==> src/rtl/r22_pkg.sv <==
package r22_pkg;

    // Phase of one butterfly: pass into the store, or combine with it
    typedef enum logic {
        BF_PASS    = 1'b0,
        BF_COMBINE = 1'b1
    } bf_phase_e;

endpackage

==> src/rtl/r22_fb_ram.sv <==
// Feedback store: asynchronous read of the old entry, write at the clock edge
module r22_fb_ram #(
    parameter int DEPTH = 8,
    parameter int WIDTH = 13,
    localparam int AW   = $clog2(DEPTH)
) (
    input  logic                    clk,
    input  logic                    we,
    input  logic [AW-1:0]           addr,
    input  logic signed [WIDTH-1:0] wr_re,
    input  logic signed [WIDTH-1:0] wr_im,
    output logic signed [WIDTH-1:0] rd_re,
    output logic signed [WIDTH-1:0] rd_im
);

    logic [2*WIDTH-1:0] mem_q [DEPTH];

    always_ff @(posedge clk) begin
        if (we) begin
            mem_q[addr] <= {wr_re, wr_im};
        end
    end

    always_comb begin
        rd_re = mem_q[addr][2*WIDTH-1:WIDTH];
        rd_im = mem_q[addr][WIDTH-1:0];
    end

endmodule

==> src/rtl/r22_bfly.sv <==
// One delay-feedback butterfly with an optional -j rotation of the incoming sample
module r22_bfly
    import r22_pkg::*;
#(
    parameter int WI = 12,
    localparam int WO = WI + 1
) (
    input  logic                 sel,
    input  logic                 rot,
    input  logic signed [WI-1:0] x_re,
    input  logic signed [WI-1:0] x_im,
    input  logic signed [WO-1:0] d_re,
    input  logic signed [WO-1:0] d_im,
    output logic signed [WO-1:0] y_re,
    output logic signed [WO-1:0] y_im,
    output logic signed [WO-1:0] f_re,
    output logic signed [WO-1:0] f_im
);

    logic signed [WO-1:0] e_re, e_im;
    logic signed [WO-1:0] r_re, r_im;
    logic signed [WO-1:0] n_re, n_im;

    always_comb begin
        e_re = {x_re[WI-1], x_re};
        e_im = {x_im[WI-1], x_im};
        if (rot) begin
            r_re = e_im;
            r_im = -e_re;
        end else begin
            r_re = e_re;
            r_im = e_im;
        end
        n_re = -r_re;
        n_im = -r_im;
        if (bf_phase_e'(sel) == BF_COMBINE) begin
            y_re = d_re + r_re;
            y_im = d_im + r_im;
            f_re = d_re + n_re;
            f_im = d_im + n_im;
        end else begin
            y_re = d_re;
            y_im = d_im;
            f_re = r_re;
            f_im = r_im;
        end
    end

endmodule

==> src/rtl/r22_sdf_pair.sv <==
module r22_sdf_pair #(
    parameter int N = 16,
    parameter int W = 12
) (
    input  logic                clk,
    input  logic                rst,
    input  logic                in_valid,
    input  logic signed [W-1:0] in_re,
    input  logic signed [W-1:0] in_im,
    output logic                out_valid,
    output logic signed [W+1:0] out_re,
    output logic signed [W+1:0] out_im
);

    localparam int CW = $clog2(N);
    localparam int H  = N / 2;
    localparam int Q  = N / 4;
    localparam int HA = CW - 1;
    localparam int QA = CW - 2;
    localparam int W1 = W + 1;
    localparam int WO = W + 2;
    localparam logic [CW-1:0] PRIME_LAST = CW'(3 * Q - 1);
    localparam logic [CW-1:0] PRIME_NEXT = CW'(3 * Q);

    typedef struct packed {
        logic [CW-1:0]        cnt;
        logic                 primed;
        logic                 ovalid;
        logic signed [WO-1:0] ore;
        logic signed [WO-1:0] oim;
    } state_t;

    state_t st_d, st_q;

    logic sel1, sel2, rot2;
    logic signed [W1-1:0] d1_re, d1_im, y1_re, y1_im, f1_re, f1_im;
    logic signed [WO-1:0] d2_re, d2_im, y2_re, y2_im, f2_re, f2_im;

    // Counter MSB: second half of the frame combines in the first butterfly.
    // Second butterfly sees its stream offset by N/2, so its quarter bit is the
    // next counter bit and its difference half is where the MSB is 0.
    assign sel1 = st_q.cnt[CW-1];
    assign sel2 = st_q.cnt[CW-2];
    assign rot2 = st_q.cnt[CW-2] & ~st_q.cnt[CW-1];

    r22_fb_ram #(.DEPTH(H), .WIDTH(W1)) u_ram1 (
        .clk  (clk),
        .we   (in_valid),
        .addr (st_q.cnt[HA-1:0]),
        .wr_re(f1_re),
        .wr_im(f1_im),
        .rd_re(d1_re),
        .rd_im(d1_im)
    );

    r22_bfly #(.WI(W)) u_bf1 (
        .sel (sel1),
        .rot (1'b0),
        .x_re(in_re),
        .x_im(in_im),
        .d_re(d1_re),
        .d_im(d1_im),
        .y_re(y1_re),
        .y_im(y1_im),
        .f_re(f1_re),
        .f_im(f1_im)
    );

    r22_fb_ram #(.DEPTH(Q), .WIDTH(WO)) u_ram2 (
        .clk  (clk),
        .we   (in_valid),
        .addr (st_q.cnt[QA-1:0]),
        .wr_re(f2_re),
        .wr_im(f2_im),
        .rd_re(d2_re),
        .rd_im(d2_im)
    );

    r22_bfly #(.WI(W1)) u_bf2 (
        .sel (sel2),
        .rot (rot2),
        .x_re(y1_re),
        .x_im(y1_im),
        .d_re(d2_re),
        .d_im(d2_im),
        .y_re(y2_re),
        .y_im(y2_im),
        .f_re(f2_re),
        .f_im(f2_im)
    );

    always_comb begin
        st_d = st_q;
        st_d.ovalid = in_valid & st_q.primed;
        if (in_valid) begin
            st_d.cnt = st_q.cnt + 1'b1;
            if (st_q.cnt == PRIME_LAST) begin
                st_d.primed = 1'b1;
            end
            if (st_q.primed) begin
                st_d.ore = y2_re;
                st_d.oim = y2_im;
            end
        end
    end

    always_ff @(posedge clk) begin
        if (rst) begin
            st_q <= '0;
        end else begin
            st_q <= st_d;
        end
    end

    assign out_valid = st_q.ovalid;
    assign out_re    = st_q.ore;
    assign out_im    = st_q.oim;

    AST_VALID_FOLLOWS_INPUT: assert property (@(posedge clk) disable iff (rst)
        out_valid |-> $past(in_valid));

    AST_IDLE_HOLDS_OUTPUT: assert property (@(posedge clk) disable iff (rst)
        !in_valid |=> (!out_valid && $stable(out_re) && $stable(out_im)));

    AST_QUIET_UNTIL_PRIMED: assert property (@(posedge clk) disable iff (rst)
        !st_q.primed |=> !out_valid);

    AST_PRIME_POINT: assert property (@(posedge clk) disable iff (rst)
        $rose(st_q.primed) |-> (st_q.cnt == PRIME_NEXT));

endmodule

==> config.mk <==
export PLATFORM = sky130hd
export DESIGN_NAME = r22_sdf_pair
export DESIGN_NICKNAME = d
export VERILOG_FILES = /design/src/rtl/r22_pkg.sv /design/src/rtl/r22_fb_ram.sv /design/src/rtl/r22_bfly.sv /design/src/rtl/r22_sdf_pair.sv
export SDC_FILE = /design/constraint.sdc
export NUM_CORES = 1
export LEC_CHECK = 0
export BUFFER_PORTS_ARGS = -buffer_cell sky130_fd_sc_hd__buf_2
export CAP_MARGIN = 20
export CELL_PAD_IN_SITES_DETAIL_PLACEMENT = 0
export CELL_PAD_IN_SITES_GLOBAL_PLACEMENT = 1
export CORE_MARGIN = 2
export CORE_UTILIZATION = 45
export DETAILED_ROUTE_END_ITERATION = 8
export PLACE_DENSITY_LB_ADDON = 0.15
export SYNTH_ARGS = -nofsm -noshare
export SYNTH_HDL_FRONTEND = slang
export SYNTH_HIERARCHICAL = 1
export SYNTH_SLANG_ARGS = --single-unit
==> constraint.sdc <==
create_clock -name clk -period 14.5 [get_ports clk]
set_input_delay 2.9 -clock clk [delete_from_list [all_inputs] [get_ports clk]]
set_output_delay 2.9 -clock clk [all_outputs]
set_load 0.1 [all_outputs]
# ---- After elaboration in Yosys (flattened, before gate mapping)
# Memories as Yosys holds them, arrays and structs flattened. A register that Yosys moved wholly into a read port is not among the register bits.
# Index checks and enable logic that the tools add are counted.
# Widths: inputs -> output; s select.
dict set report word_totals {
  elab_cells 43
  mem_bits_rw 320
  register_bits 34
  mem_count 2
}
dict set report op_classes {
  n_addsub 14
  n_reduce_logical 2
  eq_ne 1
  n_mux 16
  bitwise_logic 3
}
# name words width read_ports rd_clocked_by_memory_dff wr line
set mem_list {}
lappend mem_list {u_ram1.mem_q 8 26 1 1 1 r22_fb_ram.sv:16} ;# logic [2*WIDTH-1:0] mem_q [DEPTH];
lappend mem_list {u_ram2.mem_q 4 28 1 1 1 r22_fb_ram.sv:16}
# op n
set ops {}
lappend ops {{$mux 14} 6}
lappend ops {{$add 14x14->14} 4}
lappend ops {{$mux 13} 4}
lappend ops {{$neg 14->14} 2}
lappend ops {{$add 13x12->13} 2}
lappend ops {{$add 13x13->13} 2}
lappend ops {{$neg 12->13} 2}
lappend ops {{$neg 13->14} 1}
lappend ops {{$mux 3} 2}
lappend ops {{$add 4x1->4 const B} 1}
lappend ops {{$eq 4x4->1 const B} 1}
lappend ops {{$mux 2} 2}
lappend ops {{$reduce_and 2->1} 2}
lappend ops {{$and 1x1->1} 2}
lappend ops {{$mux 1} 2}
lappend ops {{$not 1->1} 1}

# ---- Logic depth before layout (Yosys ltp)
dict set report logic_depth {
  depth_word 7
  mapped_depth 31
}

# ---- Cells and area by module
# Netlist, hierarchy kept.
# mod instances cells_per_inst area_per_inst_um2
set modules_own_cells {}
lappend modules_own_cells {{r22_fb_ram at u_ram1} 1 348 8044.0}
lappend modules_own_cells {{r22_fb_ram at u_ram2} 1 151 4102.7}
lappend modules_own_cells {{r22_bfly at u_bf2} 1 511 3528.4}
lappend modules_own_cells {{r22_bfly at u_bf1} 1 460 3219.3}
lappend modules_own_cells {r22_sdf_pair 1 182 1793.0}

# ---- Worst setup path after synthesis
# OpenSTA, ideal clock, no wires.
dict set report synth_path {
  path_kind {input port to flip-flop}
  startpoint {input in_re[1]}
  endpoint {memory u_ram2/mem_q[0][13] (netlist bit), data pin}
  slack_ps 6266
  setup_ps 188
  t_required_ps 14312
  t_arrival_ps 8047
  n_path_buf 2
  cell_stages 27
  path_cell_list {inv_1 o21ai_0 inv_1 fa_1 o21ba_2 o22ai_1 nor2_1 o21ai_0 xnor2_1 a21oi_1 or4_4 buf_6 or3b_2 nor2_1 xnor2_1 mux2i_1 inv_1 ha_1 clkbuf_1 nand2b_1 a21oi_1 a41oi_1 o311a_1 a2111oi_4 xor2_1 a21oi_1 a31oi_1}
}
dict set report synth_via {
  elab_chain_cells 7
}
# item line
set synth_rtl {}
lappend synth_rtl {{start: declaration} r22_sdf_pair.sv:8} ;# input logic signed [W-1:0] in_re,
lappend synth_rtl {{$add 13x12->13 *} r22_bfly.sv:37} ;# y_re = d_re + r_re;
lappend synth_rtl {{$mux 13 *} r22_bfly.sv:36} ;# if (bf_phase_e'(sel) == BF_COMBINE) begin
lappend synth_rtl {{net y1_re[6]} r22_sdf_pair.sv:36} ;# logic signed [W1-1:0] d1_re, d1_im, y1_re, y1_im, f1_re, f1_im;
lappend synth_rtl {{$neg 13->14 *} r22_bfly.sv:29} ;# r_im = -e_re;
lappend synth_rtl {{$mux 14 *} r22_bfly.sv:27} ;# if (rot) begin
lappend synth_rtl {{$neg 14->14} r22_bfly.sv:35} ;# n_im = -r_im;
lappend synth_rtl {{$add 14x14->14} r22_bfly.sv:40} ;# f_im = d_im + n_im;
lappend synth_rtl {{$mux 14 *} r22_bfly.sv:36}
lappend synth_rtl {{net f2_im[13]} r22_sdf_pair.sv:37} ;# logic signed [WO-1:0] d2_re, d2_im, y2_re, y2_im, f2_re, f2_im;
lappend synth_rtl {{end: declaration} r22_fb_ram.sv:16}
# Mark *: on every way through the listed nets, which the timed path passes. The rest lies on a longest branch.

# ---- Worst setup path after layout
dict set report layout_path {
  startpoint {input in_re[1]}
  endpoint {memory u_ram2/mem_q[1][13] (netlist bit), data pin}
}
# The elaborated chain is that of the path after synthesis.

==> results.tsv <==
metric	value	unit
main flop type after synthesis	edfxtp_1	
Initial Utilization	45.6	%
total CTS buffers	41	
largest net degree at the start of global routing	63	
CP peak stage delay	0.66	ns
xor and xnor area share after synthesis	4.02	%
cell area after synthesis	20700	um^2
min-delay worst type	reg2reg	
Synth cell types	89	
htree depth	2	
post_cts resized	0	
Overflow after GRT	0	
CP max FO	8	
GR Util All Layers	21.0	%
critical path arrival	8.69	ns
fillcell total	3980	
most frequent cells in the layout	320 x edfxtp_1, 127 x nor2_1, 120 x a21oi_1, 104 x ha_1, 95 x inv_1	
Req. time, crit path	14.86	ns
RSZ-0062 raised after global routing	false	
EDFF count, synth	320	
Initial DRC Count	803	
delay-heaviest family, CP	compound AO/OA/AOI/OAI gates	
Die Width	218	um
initial antenna violation count	0	
final net count	1793	
post-synthesis simple-gate area fraction	8.43	%
total wire length	49.2	mm
most common cell after layout, fill and taps aside	edfxtp_1	
relative slew slack	27.5	%
TritonCTS clock tree	yes	
Detail Route Antenna Nets	0	
Final period util	57.4	%
first-pass GRT wire length	75.5	mm
worst hold slack	0.443	ns
Pleak	8.12	nW
max cap viols	0	
Async S/R FF share, synth	0	%
die span in y	218	um
#FFs+latches synth	354	
Worst Path Buf+Inv	4	
Wirelength per Cell	21.5	um
CTS sink cnt	354	
dpl cells	2210	
adder-cell share of the synthesized area	7.06	%
Worst Tran Pin Value	1.09	ns
FP Rows	78	
Max VDD drop	108	uV
final hold violations	0	
worst-case clock buffer depth	3	
Setup Viol. Count Final	0	
f_max	120	MHz
post-DP HPWL	33.1	mm
port bufs	55	
vias	12900	
core area	45400	um^2
status	complete, no violations	
share of layout cells above drive strength 1	18.2	%
final non-filler cell total	2285	
Gate Count Post-Synth	1652	
Worst-path clk slew	0.05	ns
kind of critical path	in2reg	
startpoint types	input pin	
I/O pin total	56	
area occupied by multi-input gates	9390	um^2
post-synthesis mux area share	13.7	%
Initial DRT Pass Iterations	5	
Diodes inserted	0	
vias per cell	5.65	
Slowest-stage cell, CP	or4_4	
clk_skew	0.0244	ns
Synth warnings	6	
Post-CTS Setup Bufs	0	
CP Capture Type	flip-flop	
hold-fix buffers at CTS	0	
Area Growth Syn to Fin	9.54	%
Final min period	8.32	ns
DRC Markers	0	
post-synthesis compound-gate area fraction	11.8	%
Pins Over Slew Limit	0	
register area	10300	um^2
Power Density	136	nW/um^2
register area share after synthesis	49.7	%
GPL Wtd Cong	0.843	
main combinational cell family by area after synthesis	multiplexers	
number of global-route vias before repair	12600	
Clock Latency Late Sink	0.57	ns
full die area	47700	um^2
Avg Cell Area, Syn	12.5	um^2
root buf cell	clkbuf_16	
Sum Neg Setup Slack	0	ns
Yosys cell counts (24+ instances only):
cell	number	share of area (%)
edfxtp_1	320	46
nor2_1	133	2.4
a21oi_1	120	2.9
ha_1	104	6.3
inv_1	95	1.7
mux2_2	65	3.5
xnor2_1	61	2.6
nand2_1	44	0.80
clkbuf_1	43	0.78
o21ai_0	43	1.0
mux2i_1	41	2.0
nand3_1	41	0.99
mux4_1	35	4.4
dfxtp_1	34	3.3
xor2_1	34	1.4
buf_4	33	1.2
mux4_2	33	3.6
a21bo_1	29	1.4
a21oi_2	26	1.1
nand2b_1	24	0.73
state kept, by name (all words and copies together) (netlist names):
signal	flops
out_re	14
out_valid	1
u_ram2/mem_q	112
u_ram1/mem_q	208
st_q	3
out_im	14
sel1	1
sel2	1
power breakdown:
part | total (mW) | switching [mW] | internal [mW]
logic | 0.880 | 0.524 | 0.356
registers | 1.19 | 0.0161 | 1.17
clock network | 1.02 | 0.408 | 0.615
logic make-up after synthesis:
family / after synthesis
flip-flops: 354
AND/OR/NAND/NOR: 353
AO/OA/AOI/OAI: 344
buffers and inverters: 217
multiplexers: 176
adder cells (fa/ha/maj): 112
XOR/XNOR: 95
other: 1
layout make-up:
cell class                 count  area share, %
multi-input combinational   1083           41.4
clock buffer                  46           4.84
timing repair buffer          78           2.23
inverter                      96           1.59
clock inverter                28           1.13
tap                          600           3.31
sequential                   354           45.5
tightest hold or removal path, delay by kind of cell (launching register included):
kind | cells | cell delay, ns
AOI/OAI and AO/OA | 1 | 0.04
buffers and inverters | 1 | 0.04
DFF | 1 | 0.32
through the flow:
| step | utilization, % | power, mW | worst slack, ns | cell area, um^2 |
|---|---|---|---|---|
| CTS | 49.9 | 3.12 | 6.23 | 22600 |
| floorplan | - | 1.88 | 6.27 | 20700 |
| global placement | 46.7 | 2.07 | 5.65 | 21200 |
| detailed placement | 46.9 | 2.08 | 5.63 | 21300 |
| global route | 49.9 | 3.26 | 5.64 | 22700 |
| finish | 49.9 | 3.09 | 6.18 | 22700 |
worst paths after layout:
check	startpoint	endpoint	slack [ns]	cells past startpoint
max	in_re[1]	u_ram2/mem_q[1][13]$_DFFE_PP_	6.18	26
min reg2reg	st_q[29]$_SDFFE_PP0P_	st_q[29]$_SDFFE_PP0P_	0.44	2
min	st_q[29]$_SDFFE_PP0P_	st_q[29]$_SDFFE_PP0P_	0.44	2
max reg2reg	st_q[30]$_SDFFE_PP0P_	u_ram2/mem_q[1][13]$_DFFE_PP_	6.44	28
routing by layer:
metal | track usage, % | vias to the layer above | part of all wire [%]
met1 | 29.5 | 6402 | 48
li1 | - | 6186 | -
met4 | 6.03 | 0 | 2.2
met2 | 33.8 | 253 | 46
met3 | 3.09 | 63 | 4.1
met5 | 0 | - | 0
Power figures use the tool's default switching activity.
